File: config.mk
export PLATFORM = sky130hd
export DESIGN_NAME = eager_route_check
export DESIGN_NICKNAME = d
export VERILOG_FILES = /design/src/rtl/rtchk_pkg.sv /design/src/rtl/rtchk_hop_eval.sv /design/src/rtl/rtchk_xy_sel.sv /design/src/rtl/eager_route_check.sv
export SDC_FILE = /design/constraint.sdc
export NUM_CORES = 1
export LEC_CHECK = 0
export BUFFER_PORTS_ARGS = -buffer_cell sky130_fd_sc_hd__clkbuf_2
export CAP_MARGIN = 20
export CORE_AREA = 2 2 120 122
export DETAILED_ROUTE_END_ITERATION = 6
export DIE_AREA = 0 0 122 124
export PLACE_DENSITY = 0.49
export SYNTH_ARGS = -nofsm -noshare
export SYNTH_HDL_FRONTEND = slang
export SYNTH_SLANG_ARGS = --single-unit
export TNS_END_PERCENT = 1
File: constraint.sdc
create_clock -name vclk -period 9.1
set_clock_uncertainty 0.15 [all_clocks]
set_input_delay 2.275 -clock vclk [all_inputs]
set_output_delay 2.275 -clock vclk [all_outputs]
set_load 0.005 [all_outputs]
File: src/rtl/rtchk_pkg.sv
package rtchk_pkg;
   localparam int PORT_W = 3;

   typedef enum logic [PORT_W-1:0] {
      PORT_LOCAL = 3'd0,
      PORT_EAST  = 3'd1,
      PORT_WEST  = 3'd2,
      PORT_NORTH = 3'd3,
      PORT_SOUTH = 3'd4
   } port_e;

   function automatic logic port_is_cardinal(input logic [PORT_W-1:0] p);
      return (p == PORT_EAST) || (p == PORT_WEST) ||
             (p == PORT_NORTH) || (p == PORT_SOUTH);
   endfunction
endpackage

File: src/rtl/rtchk_hop_eval.sv
// Compares the distance-to-destination of this switch with that of its
// neighbour in direction dir, per axis, using widened signed coordinates
// so that a neighbour beyond the mesh edge is represented exactly.
module rtchk_hop_eval
   import rtchk_pkg::*;
#(
   parameter int X_W = 4,
   parameter int Y_W = 4
) (
   input  logic [X_W-1:0]    loc_x,
   input  logic [Y_W-1:0]    loc_y,
   input  logic [X_W-1:0]    dst_x,
   input  logic [Y_W-1:0]    dst_y,
   input  logic [PORT_W-1:0] dir,
   output logic              nb_closer,
   output logic              loc_closer
);
   localparam int XE = X_W + 2;
   localparam int YE = Y_W + 2;
   localparam logic [XE-1:0] X_ONE = {{(XE-1){1'b0}}, 1'b1};
   localparam logic [YE-1:0] Y_ONE = {{(YE-1){1'b0}}, 1'b1};

   logic signed [XE-1:0] lx, nx, tx, dlx, dnx;
   logic signed [YE-1:0] ly, ny, ty, dly, dny;

   always_comb begin
      lx = {2'b00, loc_x};
      ly = {2'b00, loc_y};
      tx = {2'b00, dst_x};
      ty = {2'b00, dst_y};
      nx = lx;
      ny = ly;
      case (dir)
         PORT_EAST:  nx = lx + X_ONE;
         PORT_WEST:  nx = lx - X_ONE;
         PORT_NORTH: ny = ly + Y_ONE;
         PORT_SOUTH: ny = ly - Y_ONE;
         default: ;
      endcase
      dlx = (tx >= lx) ? (tx - lx) : (lx - tx);
      dnx = (tx >= nx) ? (tx - nx) : (nx - tx);
      dly = (ty >= ly) ? (ty - ly) : (ly - ty);
      dny = (ty >= ny) ? (ty - ny) : (ny - ty);
      nb_closer  = (dnx < dlx) || (dny < dly);
      loc_closer = (dlx < dnx) || (dly < dny);
   end
endmodule

File: src/rtl/rtchk_xy_sel.sv
// Dimension-ordered output choice: resolve X first, then Y, then eject.
module rtchk_xy_sel
   import rtchk_pkg::*;
#(
   parameter int X_W = 4,
   parameter int Y_W = 4
) (
   input  logic [X_W-1:0]    loc_x,
   input  logic [Y_W-1:0]    loc_y,
   input  logic [X_W-1:0]    dst_x,
   input  logic [Y_W-1:0]    dst_y,
   output logic [PORT_W-1:0] port
);
   always_comb begin
      if (dst_x > loc_x)      port = PORT_EAST;
      else if (dst_x < loc_x) port = PORT_WEST;
      else if (dst_y > loc_y) port = PORT_NORTH;
      else if (dst_y < loc_y) port = PORT_SOUTH;
      else                    port = PORT_LOCAL;
   end
endmodule

File: src/rtl/eager_route_check.sv
module eager_route_check
   import rtchk_pkg::*;
#(
   parameter int X_W = 4,
   parameter int Y_W = 4
) (
   input  logic           flit_vld,
   input  logic           on_pref,
   input  logic [2:0]     arr_port,
   input  logic [2:0]     pref_port,
   input  logic           nxt_afull,
   input  logic [X_W-1:0] loc_x,
   input  logic [Y_W-1:0] loc_y,
   input  logic [X_W-1:0] dst_x,
   input  logic [Y_W-1:0] dst_y,
   output logic           fwd_ok,
   output logic           dead,
   output logic           enq,
   output logic [2:0]     route_port
);
   localparam int N_HOP   = 2;   // 0: hop into this switch, 1: onward hop
   localparam int HOP_IN  = 0;
   localparam int HOP_OUT = 1;

   if (X_W < 1 || Y_W < 1) begin : g_bad_width
      $error("eager_route_check: coordinate widths must be at least 1");
   end
   if (PORT_W != 3) begin : g_bad_port
      $error("eager_route_check: port code width must be 3");
   end

   logic [PORT_W-1:0] hop_dir    [N_HOP];
   logic              nb_cl      [N_HOP];
   logic              loc_cl     [N_HOP];

   assign hop_dir[HOP_IN]  = arr_port;
   assign hop_dir[HOP_OUT] = pref_port;

   for (genvar i = 0; i < N_HOP; i++) begin : g_hop
      rtchk_hop_eval #(.X_W(X_W), .Y_W(Y_W)) u_hop (
         .loc_x      (loc_x),
         .loc_y      (loc_y),
         .dst_x      (dst_x),
         .dst_y      (dst_y),
         .dir        (hop_dir[i]),
         .nb_closer  (nb_cl[i]),
         .loc_closer (loc_cl[i])
      );
   end

   rtchk_xy_sel #(.X_W(X_W), .Y_W(Y_W)) u_xy (
      .loc_x (loc_x),
      .loc_y (loc_y),
      .dst_x (dst_x),
      .dst_y (dst_y),
      .port  (route_port)
   );

   logic at_dest;
   logic in_live;
   logic out_useful;

   always_comb begin
      at_dest    = (dst_x == loc_x) && (dst_y == loc_y);
      // Incoming hop came from the neighbour in direction arr_port; it was
      // useful if this switch is closer than that sender in some axis.
      in_live    = !port_is_cardinal(arr_port) || loc_cl[HOP_IN] || at_dest;
      out_useful = nb_cl[HOP_OUT];
      fwd_ok     = flit_vld && on_pref && in_live;
      dead       = flit_vld && on_pref && !in_live;
      enq        = flit_vld && (!on_pref || at_dest ||
                                (in_live && (nxt_afull || !out_useful)));
   end
endmodule

==> summary.md <==
| Metric | Value |
|---|---|
| Status | finished clean |
| Gate Count Post-Synth | 438 |
| Yosys cell types | 67 |
| Synthesized net count | 549 |
| Synth area leader | ha_1 |
| Peak VDD IR | 0.0195 mV |
| Seq/Total Area, Yosys | 0 |
| Worst relative slew slack | 0.649 |
| Max cap viols | 0 |
| Initial Utilization | 0.249 |
| DRC errors left | 0 |
| Commonest non-fill, non-tap cell in the layout | ha_1 |
| WP depth | 17 |
| Minimum clock period | 8780 ps |
| WS Path Type | in -> out |
| DRT antenna net count | 0 |
| Cell row count | 43 |
| First-pass DRT Iterations | 4 |
| Via Count | roughly 3200 |
| Global-route wire length before repair | 15700 um |
| Most frequent cells in the layout | ha_1, inv_1, clkbuf_2 |
| Yosys top cell area share | 0.271 |
| Via-to-Cell Ratio | 5.02 |
| Register area | 0 sq um |
| CLK BUF | 0 |
| Worst hold path depth | 4 |
| Slew of the pin with the lowest slew margin | 513 ps |
| Final Max Slew Viols | 0 |
| Layout area overhead | 10.6% |
| Critical Path AT | 6350 ps |
| GP Congestion | 0.826 |
| Synthesized area | around 3400 sq um |
| Initial antenna violation count | 0 |
| Crit path largest cell delay | approximately 500 ps |
| Buffer count from post-CTS setup fixing | 0 |
| Worst path bufs/invs | 3 |
| Unrepaired setup endpoints after global routing | no |
| Required @ worst endpoint | around 6700 ps |
| Most frequent cell on the critical path | ha_1 |
| Fmax | 0.114 GHz |
| DR WL/cell | 15.1 um |
| Port bufs | 31 |
| Largest net degree at the start of global routing | 15 |
| Die H | 124 um |
| Mapped Avg Cell Area | 7.80 sq um |
| LEAKAGE | between 1.5 and 2 nW |
| Post-DP HPWL | 8570 um |
| # diodes | 0 |
| Final hold viol count | 0 |
| Final cycle utilization of the critical path | 0.965 |
| Core Region | 13700 sq um |
| Post-Place Worst Slack | approximately 210 ps |
| Top post-synthesis cells by area | ha_1, fa_1, inv_1 |
| CP max FO | 9 |
| Sequential cell count | 0 |
| Syn. warnings | 0 |
| IO Pins | 31 |
| Fraction of layout cells with a size suffix above 1 | 0.128 |
| Full die area | 15100 sq um |
| Final setup margin | roughly 320 ps |
| Total track usage | 0.128 |
| Grt ovf | 0 |
| Startpoint Class | input port |
| Vias in the first global route | between 3000 and 4000 |
| Chip Width | 122 um |
| Slowest-stage cell, CP | a2111oi_0 |
| Initial DRC count | roughly 210 |
| Setup crit end kind | output port |
| Final setup fails | 0 |
| Final #Nets | 575 |
| Setup TNS | 0 ps |
| Crit-path cells | clkbuf_2 > inv_1 > ha_1 > nor3_1 > a311o_1 > ha_1 > and4_1 > nor3b_2 > o21a_1 > mux2i_1 > xor2_1 > ha_1 > a2111oi_0 > o211ai_1 > a21o_1 > a32o_1 > clkbuf_2 |
| Delay-heaviest family, CP | compound AO/OA/AOI/OAI gates |
| Final WL | 9720 um |
| Hold crit path type | in -> out |
| Fillers | 1459 |
| Pwr/cell area | around 87 nW/um^2 |
[power by group]
| group | total [mW] | switching (mW) | internal [mW] |
|---|---|---|---|
| clock | 0 | 0 | 0 |
| sequential | 0 | 0 | 0 |
| combinational | 0.328 | 0.184 | 0.144 |
| total | 0.328 | 0.184 | 0.144 |
[area by class of cell]
type	count	area [sq um]	share of cell area
Multi-Input combinational cell	382	3210	0.850
Tap cell	180	225	0.0597
Inverter	48	180	0.0477
Timing Repair Buffer	32	163	0.0431
[metrics by stage]
| step | instances | hold slack (ps) | instance area (sq um) | util | total power [mW] |
|---|---|---|---|---|---|
| final | 642 | 4700 | 3770 | 0.275 | 0.328 |
| after global routing | 642 | 4730 | 3770 | 0.275 | 0.372 |
| after CTS | 642 | 4700 | 3760 | 0.274 | 0.329 |
| after detailed placement | 642 | 4700 | 3760 | 0.274 | 0.326 |
| after global placement | 642 | 4700 | 3760 | 0.274 | 0.324 |
| after floorplan | 438 | 4500 | 3410 | - | 0.242 |
[repair_timing]
| action | CTS | global route |
|---|---|---|
| hold endpoints to repair | 0 | 0 |
| setup endpoints to repair | 0 | 3 |
| hold buffers | 0 | 0 |
| resized for setup | 0 | 3 |
[cell families after synthesis]
logic type / after synthesis / share of synthesized area
AOI/OAI and AO/OA: 116 / 0.247
xor gates and xnor gates: 21 / 0.0539
adders and majority gates: 86 / 0.342
buffers and inverters: 56 / 0.0641
muxes: 19 / 0.0579
and+or+nand+nor: 140 / 0.236
[routing by layer]
layer | wire length (um) | global-route usage
met4 | 30 | 0.00359
met3 | 373 | 0.00824
met1 | 4840 | 0.183
met2 | 4480 | 0.223
met5 | 0 | 0
[final timing paths]
kind	from	end	slack (ps)
setup / recovery	loc_y[1]	enq	320
hold / removal	on_pref	dead	4700
[cell usage after synthesis, drive strengths merged (3+ instances only)]
master and count:
nor3b 5, nand3b 6, o22ai 6, nand3 9, fa 12, and4 4, a221oi 7, ha 74
a31oi 6, nand2 25, o31a 3, a22oi 3, a21o 3, or3 3, a21oi 23, nand4 11
xor2 4, nor2 29, a2111oi 7, nor3 3, o21ai 22, or3b 3, o21a 10, o211ai 7
o31ai 4, xnor2 17, buf 6, mux2 6, mux2i 13, inv 48, nor2b 20, nand2b 12
[worst min-delay path, stage by stage]
cell	delay, ps
clkbuf_2	90
nand2_1	70
nor2_1	40
clkbuf_2	100
Note: power is estimated with default switching activity, not from simulation.
